**config.mk**
```make
export PLATFORM = sky130hd
export DESIGN_NAME = rtc_wake_timer
export DESIGN_NICKNAME = d
export VERILOG_FILES = /design/src/rtl/rtc_wake_timer.sv
export SDC_FILE = /design/constraint.sdc
export NUM_CORES = 1
export LEC_CHECK = 0
export ABC_AREA = 1
export CAP_MARGIN = 10
export CORE_UTILIZATION = 60
export CTS_BUF_LIST = sky130_fd_sc_hd__clkbuf_4
export CTS_CLUSTER_DIAMETER = 60
export CTS_CLUSTER_SIZE = 12
export DETAILED_ROUTE_END_ITERATION = 10
export GPL_TIMING_DRIVEN = 0
export PLACE_DENSITY = 0.86
export SLEW_MARGIN = 20
export SYNTH_ARGS = -nofsm -noshare
export SYNTH_HDL_FRONTEND = slang
export SYNTH_SLANG_ARGS = --single-unit
```
**constraint.sdc**
```tcl
create_clock -name clk -period 2.1 [get_ports clk]
set_clock_uncertainty 0.15 [all_clocks]
set_input_delay 0.315 -clock clk [delete_from_list [all_inputs] [get_ports clk]]
set_output_delay 0.315 -clock clk [all_outputs]
set_load 0.01 [all_outputs]
```
**src/rtl/rtc_wake_timer.sv**
```systemverilog
module rtc_wake_timer #(
  parameter int DW = 32,
  parameter int AW = 7,
  parameter int SW = 15,
  parameter int WW = 16,
  parameter int SYNC_LSB = 16,
  parameter logic [AW-1:0] ASYNC_INIT = 7'd127,
  parameter logic [SW-1:0] SYNC_INIT = 15'd255,
  parameter logic [WW-1:0] RELOAD_INIT = 16'd0
) (
  input  logic          clk,
  input  logic          rst_n,
  input  logic          wr_en,
  input  logic [1:0]    wr_addr,
  input  logic [DW-1:0] wr_data,
  output logic          sec_tick,
  output logic          wake_flag,
  output logic          wake_irq
);

  localparam logic [1:0] A_CTRL  = 2'd0;
  localparam logic [1:0] A_PRESC = 2'd1;
  localparam logic [1:0] A_WAKE  = 2'd2;

  logic          en, ie, flag;
  logic [AW-1:0] adiv, acnt;
  logic [SW-1:0] sdiv, scnt;
  logic [WW-1:0] rld, wcnt;

  wire ctrl_wr  = wr_en && (wr_addr == A_CTRL);
  wire presc_wr = wr_en && (wr_addr == A_PRESC);
  wire rld_wr   = wr_en && (wr_addr == A_WAKE);
  wire rld_chg  = rld_wr && (wr_data[WW-1:0] != rld);
  wire apre     = en && (acnt == '0);
  wire fire     = sec_tick && (wcnt == '0) && !rld_chg;

  assign sec_tick  = apre && (scnt == '0);
  assign wake_flag = flag;
  assign wake_irq  = flag && ie;

  always_ff @(posedge clk or negedge rst_n) begin
    if (!rst_n) begin
      en   <= 1'b0;
      ie   <= 1'b0;
      flag <= 1'b0;
      adiv <= ASYNC_INIT;
      sdiv <= SYNC_INIT;
      rld  <= RELOAD_INIT;
    end else begin
      if (ctrl_wr) begin
        en <= wr_data[0];
        ie <= wr_data[1];
      end
      if (presc_wr && !en) begin
        adiv <= wr_data[AW-1:0];
        sdiv <= wr_data[SYNC_LSB +: SW];
      end
      if (rld_chg) rld <= wr_data[WW-1:0];
      if (fire) flag <= 1'b1;
      else if (ctrl_wr && wr_data[2]) flag <= 1'b0;
    end
  end

  always_ff @(posedge clk or negedge rst_n) begin
    if (!rst_n) begin
      acnt <= ASYNC_INIT;
      scnt <= SYNC_INIT;
      wcnt <= RELOAD_INIT;
    end else if (!en) begin
      acnt <= adiv;
      scnt <= sdiv;
      wcnt <= rld;
    end else begin
      acnt <= apre ? adiv : acnt - 1'b1;
      if (apre) scnt <= (scnt == '0) ? sdiv : scnt - 1'b1;
      if (rld_chg) wcnt <= wr_data[WW-1:0];
      else if (sec_tick) wcnt <= (wcnt == '0) ? rld : wcnt - 1'b1;
    end
  end


  flag_hold_chk: assert property (@(posedge clk) disable iff (!rst_n)
    flag && !(ctrl_wr && wr_data[2]) |=> flag);


  flag_rise_chk: assert property (@(posedge clk) disable iff (!rst_n)
    !flag && !$past(flag) && $past(sec_tick) && ($past(wcnt) == '0) && !$past(rld_chg) |-> flag);


  presc_lock_chk: assert property (@(posedge clk) disable iff (!rst_n)
    en && presc_wr |=> $stable(adiv) && $stable(sdiv));


  hold_idle_chk: assert property (@(posedge clk) disable iff (!rst_n)
    !en && !presc_wr && !rld_wr |=> (acnt == adiv) && (scnt == sdiv) && (wcnt == rld));

endmodule

```
==> results.tsv, run 1 <==
stage	metric	value	unit
run_status	outcome	finished with violations	
run_status	failing checks	setup timing	
grt	largest net degree at the start of global routing	59	
synth	post-synth cell types	36	
synth	post-synthesis sequential area ratio	0.415	
grt	vias in the first global route	4915	
synth	Syn Std Cell Area	0.00486	mm^2
clock_tree	Inserted Clock Buffers	9	
worst_hold_path	min-delay worst type	in2async	
cells_and_area	n_diodes	0	
synth	syn nets	737	
clock_tree	latest clock arrival within the worst-skew pair	0.45	ns
setup_path	startpoint types	register	
cells_and_area	share of layout cells above drive strength 1	0.199	
die	core area	0.00777	mm^2
routing	first drt pass iteration count	5	
synth	EDFF count, synth	0	
timing	Final Hold Vio Count	0	
timing	final setup fails	1	
setup_path	Crit path required time	1.63	ns
routing	average wire per standard cell	15.5	um
place	Placed Area	0.00539	mm^2
timing	worst setup margin	-0.0531	ns
setup_path	CP endpoint kind	output port	
synth	Warnings, synthesis	0	
clock_tree	CTS tree	built	
synth	Synth top area share	0.252	
cells_and_area	post-route cell area	0.00592	mm^2
place	detailed placement HPWL	9.31	mm
grt	initial antenna violation count	0	
clock_tree	Max H-tree Level	3	
clock_tree	Sink Count	79	
routing	drt total wl	13.5	mm
routing	DR vias	4954	
routing	# DRC	0	
place	placed instance count	835	
routing	routed vias/inst	5.69	
routing	ANT nets after route	0	
die	Starting Density	0.626	
setup_path	Max Fanout on Critical Path	2	
die	row count	32	
synth	ranking of synthesized cells by area	dfrtp_1, nand2_1, dfstp_2, o21ai_0, inv_1	
cells_and_area	Filler Cell Count	572	
timing	relative slew slack	0.606	
clock_tree	root buf cell	clkbuf_4	
die	IO Count	40	
die	DIE AREA	0.00846	mm^2
synth	post-synth top area cell	dfrtp_1	
clock_tree	clock-pin slew on the worst setup and hold paths	0.15	ns
timing	RSZ-0062 raised after global routing	true	
synth	Synth Instances	694	
grt	gr usage total	0.332	
grt	first-pass GRT wire length	22.2	mm
synth	Post-synth top flop	dfrtp_1	
timing	total negative slack	-0.0531	ns
place	RD Place Congestion	0.946	
cells_and_area	non-filler cells, final	871	
setup_path	critical path arrival	1.69	ns
setup_path	crit path kind	reg2out	
flow_run	number of max-cap violations	0	
pwr	leakage	0.00292	uW
synth	FFs w/ async S/R, synth	1.00	
timing	Min Hold Slack	0.122	ns
timing	fin. max-slew vios	0	
grt	gr ovfl total	0	
pwr	PwrDens	1100	mW/mm^2
timing	Tcrit/Tclk final	1.03	
die	die width	92.0	um
cells_and_area	area grow syn2layout	21.9	%
cells_and_area	Final nets	807	
routing	drt initial violations	389	
synth	Seq cells post-synth	79	
timing	maximum clock rate	464	MHz
timing	Least-Margin Pin Slew	0.592	ns
die	die height	92.0	um
synth	syn avg cell area	7.00	um^2
clock_tree	Max Buffers Root-to-Sink	2	
timing	fin crit period	2.15	ns
place	Port Buffers	38	
pwr	Peak VDD IR	0.000501	V
[what timing repair did]
item / 4_1_cts / 5_1_grt
setup buffers: 5 / 14
hold buffers: 1 / 0
endpoints found under the setup margin: 19 / 43
cloned: 0 / 1
pin swaps: 7 / 7
endpoints found under the hold margin: 61 / 0
resized for setup: 28 / 57
[cell usage in the layout (no fill, tap or decap), types with 5 or more instances in the layout]
| master | Yosys | routed |
|---|---|---|
| mux2_2 | 6 | 6 |
| nand2_2 | 11 | 15 |
| buf_4 | 2 | 22 |
| inv_2 | 6 | 11 |
| o21ai_0 | 58 | 53 |
| dfrtp_1 | 49 | 48 |
| nor2_1 | 76 | 66 |
| clkdlybuf4s50_1 | 0 | 36 |
| xor2_1 | 5 | 5 |
| clkbuf_4 | 0 | 11 |
| o221ai_1 | 6 | 6 |
| inv_1 | 77 | 69 |
| dfstp_2 | 30 | 30 |
| a21oi_1 | 29 | 29 |
| nor2_2 | 4 | 9 |
| buf_6 | 0 | 6 |
| nand2_1 | 223 | 218 |
| nor2_4 | 0 | 5 |
| nand3_1 | 52 | 49 |
[final timing paths]
check	slack [ns]	endpoint	from	cells after the start
worst max-delay path	-0.05	sec_tick	scnt[1]$_DFFE_PN1P_	7
worst min register to register	0.33	scnt[6]$_DFFE_PN1P_	sdiv[6]$_DFFE_PN1P_	2
worst max register to register	0.01	wcnt[15]$_DFFE_PN0P_	wcnt[2]$_DFFE_PN0P_	11
worst min-delay path	0.12	sdiv[12]$_DFFE_PN0P_	rst_n	2
max in group asynchronous	1.04	adiv[4]$_DFFE_PN1P_	rst_n	3
min in group clk	0.24	sdiv[4]$_DFFE_PN1P_	wr_data[20]	3
[per-layer routing]
layer	routed length [um]	part of all wire	GRT usage	vias to the layer above
met5	0	0	0	-
met4	617	0.046	0.185	0
met3	928	0.069	0.0456	61
met2	6670	0.49	0.568	240
met1	5290	0.39	0.403	2310
li1	-	-	-	2343
[cell families after synthesis]
family | share of synthesized area
AOI/OAI and AO/OA | 0.112
muxes | 0.0139
buffers and inverters | 0.0922
xor gates and xnor gates | 0.0162
DFF | 0.415
adders and majority gates | 0.0154
and+or+nand+nor | 0.336
[sequential cells by signal (all words and copies together), names as in the netlist]
| register | flops |
|---|---|
| acnt | 7 |
| adiv | 7 |
| en | 1 |
| ie | 1 |
| rld | 16 |
| scnt | 15 |
| sdiv | 15 |
| wake_flag | 1 |
| wcnt | 16 |
[synthesized netlist by cell type, types with 4 or more instances]
cell	number
buf_2	11
dfrtp_1	49
mux2_2	6
xor2_1	5
inv_2	6
nand2_1	223
ha_1	6
a31oi_1	4
xnor2_1	4
nor2_1	76
o221ai_1	6
clkbuf_1	7
nand4_1	4
nand3_1	52
dfstp_2	30
inv_1	77
o21ai_0	58
a21oi_1	29
nor2_2	4
nand2_2	11
[critical path: stages (launching register included)]
cell     delay (ns)
dfstp_2        0.40
inv_2          0.07
ha_4           0.12
nand3_2        0.07
nor2_2         0.14
nand2_2        0.08
nor3_4         0.19
buf_2          0.16
[stage by stage]
step                      worst slack [ns]  utilization  total power (uW)
after CTS                          -0.0457        0.727              6060
after global routing                -0.141        0.763              7000
after detailed placement            -0.312        0.694              4950
after floorplan                      0.234            -              4280
after global placement               -2.18        0.691              4810
final                              -0.0531        0.763              6500
[final cells by class]
class / count / area, um^2 / share of cell area
flip-flops and latches: 79 / 2020 / 0.340
inverters: 86 / 349 / 0.0589
plain buffers: 22 / 158 / 0.0266
repair buffers: 60 / 593 / 0.100
clock buffers: 10 / 75.1 / 0.0127
multi-input cells: 506 / 2540 / 0.429
well taps: 102 / 128 / 0.0215
clock inverters: 6 / 66.3 / 0.0112
[power breakdown]
part | internal [uW] | total, uW | switching, uW
Clock | 384 | 989 | 605
Combinational | 1170 | 2860 | 1700
Sequential | 2140 | 2640 | 501
Total | 3700 | 6500 | 2800
Power figures use the tool's default switching activity.
==> inputs of run 2 (changes only) <==
--- a/config.mk
+++ b/config.mk
@@ -7,11 +7,13 @@
 export LEC_CHECK = 0
 export ABC_AREA = 1
 export CAP_MARGIN = 10
+export CORE_ASPECT_RATIO = 0.75
 export CORE_UTILIZATION = 60
 export CTS_BUF_LIST = sky130_fd_sc_hd__clkbuf_4
 export CTS_CLUSTER_DIAMETER = 60
 export CTS_CLUSTER_SIZE = 12
 export DETAILED_ROUTE_END_ITERATION = 10
+export GPL_ROUTABILITY_DRIVEN = 0
 export GPL_TIMING_DRIVEN = 0
 export PLACE_DENSITY = 0.86
 export SLEW_MARGIN = 20
==> results.tsv, run 2 (synthesis results as in run 1) <==
stage	metric	value	unit
place	Port Buffers	38	
timing	final setup fails	1	
clock_tree	Inserted Clock Buffers	9	
clock_tree	clock-pin slew on the worst setup and hold paths	0.14	ns
timing	Final Hold Vio Count	0	
grt	vias in the first global route	4502	
clock_tree	root buf cell	clkbuf_4	
setup_path	CP endpoint kind	output port	
timing	relative slew slack	0.622	
timing	Least-Margin Pin Slew	0.567	ns
flow_run	number of max-cap violations	0	
cells_and_area	Final nets	809	
routing	first drt pass iteration count	7	
setup_path	Max Fanout on Critical Path	4	
die	die height	79.9	um
cells_and_area	Filler Cell Count	573	
place	placed instance count	838	
place	Placed Area	0.00540	mm^2
worst_hold_path	min-delay worst type	in2async	
cells_and_area	commonest non-fill, non-tap cell in the layout	nand2_1	
cells_and_area	top flop regs	rld x16, wcnt x16	
cells_and_area	n_diodes	0	
setup_path	crit path kind	reg2out	
pwr	leakage	0.00292	uW
timing	Tcrit/Tclk final	1.05	
grt	gr usage total	0.324	
setup_path	Crit path required time	1.63	ns
run_status	failing checks	setup timing	
run_status	outcome	finished with violations	
die	core area	0.00788	mm^2
cells_and_area	area grow syn2layout	22.0	%
cells_and_area	post-route cell area	0.00593	mm^2
place	detailed placement HPWL	9.35	mm
cells_and_area	most frequent cells in the layout	nand2_1, inv_1, nor2_1, o21ai_0, nand3_1	
setup_path	critical path arrival	1.73	ns
die	DIE AREA	0.00847	mm^2
clock_tree	Max H-tree Level	3	
routing	routed vias/inst	5.88	
routing	ANT nets after route	0	
pwr	Peak VDD IR	0.000649	V
timing	total negative slack	-0.0988	ns
die	row count	28	
routing	DR vias	5155	
setup_path	startpoint types	register	
grt	gr ovfl total	0	
cells_and_area	non-filler cells, final	876	
die	die width	106	um
die	IO Count	40	
cells_and_area	Core Util, Final	0.752	
clock_tree	Sink Count	79	
grt	largest net degree at the start of global routing	61	
clock_tree	latest clock arrival within the worst-skew pair	0.45	ns
routing	# DRC	0	
routing	drt total wl	14.2	mm
timing	worst setup margin	-0.0988	ns
clock_tree	Max Buffers Root-to-Sink	2	
timing	fin. max-slew vios	0	
clock_tree	CTS tree	built	
routing	average wire per standard cell	16.2	um
timing	RSZ-0062 raised after global routing	true	
pwr	PwrDens	1100	mW/mm^2
cells_and_area	share of layout cells above drive strength 1	0.192	
routing	drt initial violations	781	
timing	fin crit period	2.20	ns
grt	initial antenna violation count	0	
die	Starting Density	0.617	
timing	maximum clock rate	455	MHz
grt	first-pass GRT wire length	21.4	mm
-- run 2: stage by stage --
step	hold WS, ns	setup WS [ns]	total power, uW
finish	0.141	-0.0988	6540
global route	0.170	-0.167	6940
CTS	0.146	-0.0683	6000
detailed placement	0.0761	-0.263	4960
global placement	0.313	-2.17	4830
floorplan	-0.131	0.234	4280
-- run 2: layer usage --
layer,vias up,part of all wire,track usage
li1,2340,-,-
met3,78,0.11,0.0669
met4,0,0.034,0.0750
met5,-,0,0
met1,2381,0.41,0.461
met2,356,0.44,0.508
-- run 2: report_power, final --
group          switching [uW]  internal [uW]  total, uW
logic                    1780           1180       2960
clock network             559            373        932
registers                 511           2140       2650
-- run 2: worst paths after layout --
check                                startpoint                   end  slack, ns  cells past startpoint
min in group clk                    wr_data[19]   sdiv[3]$_DFFE_PN1P_       0.27                      3
max                        scnt[10]$_DFFE_PN0P_              sec_tick       -0.1                      6
min reg2reg                 sdiv[0]$_DFFE_PN1P_   sdiv[0]$_DFFE_PN1P_       0.33                      2
min                                       rst_n  wcnt[12]$_DFFE_PN0P_       0.14                      2
max reg2reg                 scnt[1]$_DFFE_PN1P_   wcnt[6]$_DFFE_PN0P_       0.01                     14
max in group asynchronous                 rst_n   sdiv[6]$_DFFE_PN1P_       1.01                      3
-- run 2: final cells by class --
class | instances | area [um^2] | share of cell area
plain buffers | 22 | 124 | 0.0209
clock buffers | 10 | 75.1 | 0.0127
clock inverters | 6 | 60.1 | 0.0101
inverters | 86 | 354 | 0.0597
multi-input cells | 506 | 2520 | 0.425
flip-flops and latches | 79 | 2020 | 0.340
well taps | 105 | 131 | 0.0222
repair buffers | 62 | 646 | 0.109
-- run 2: timing repair --
item / 4_1_cts / 5_1_grt
hold buffers: 1 / 0
buffers inserted: 3 / 18
endpoints found under the hold margin: 49 / 0
pin swaps: 6 / 16
gates resized for setup: 20 / 42
setup endpoints to repair: 18 / 35
gates cloned: 1 / 1
-- run 2: critical path, cell delays in order (launching register included) --
cell     delay [ns]
dfrtp_1        0.41
inv_1          0.13
nand3_1        0.13
nor2_2         0.15
nand2_2        0.12
nor3_4         0.16
buf_2          0.17
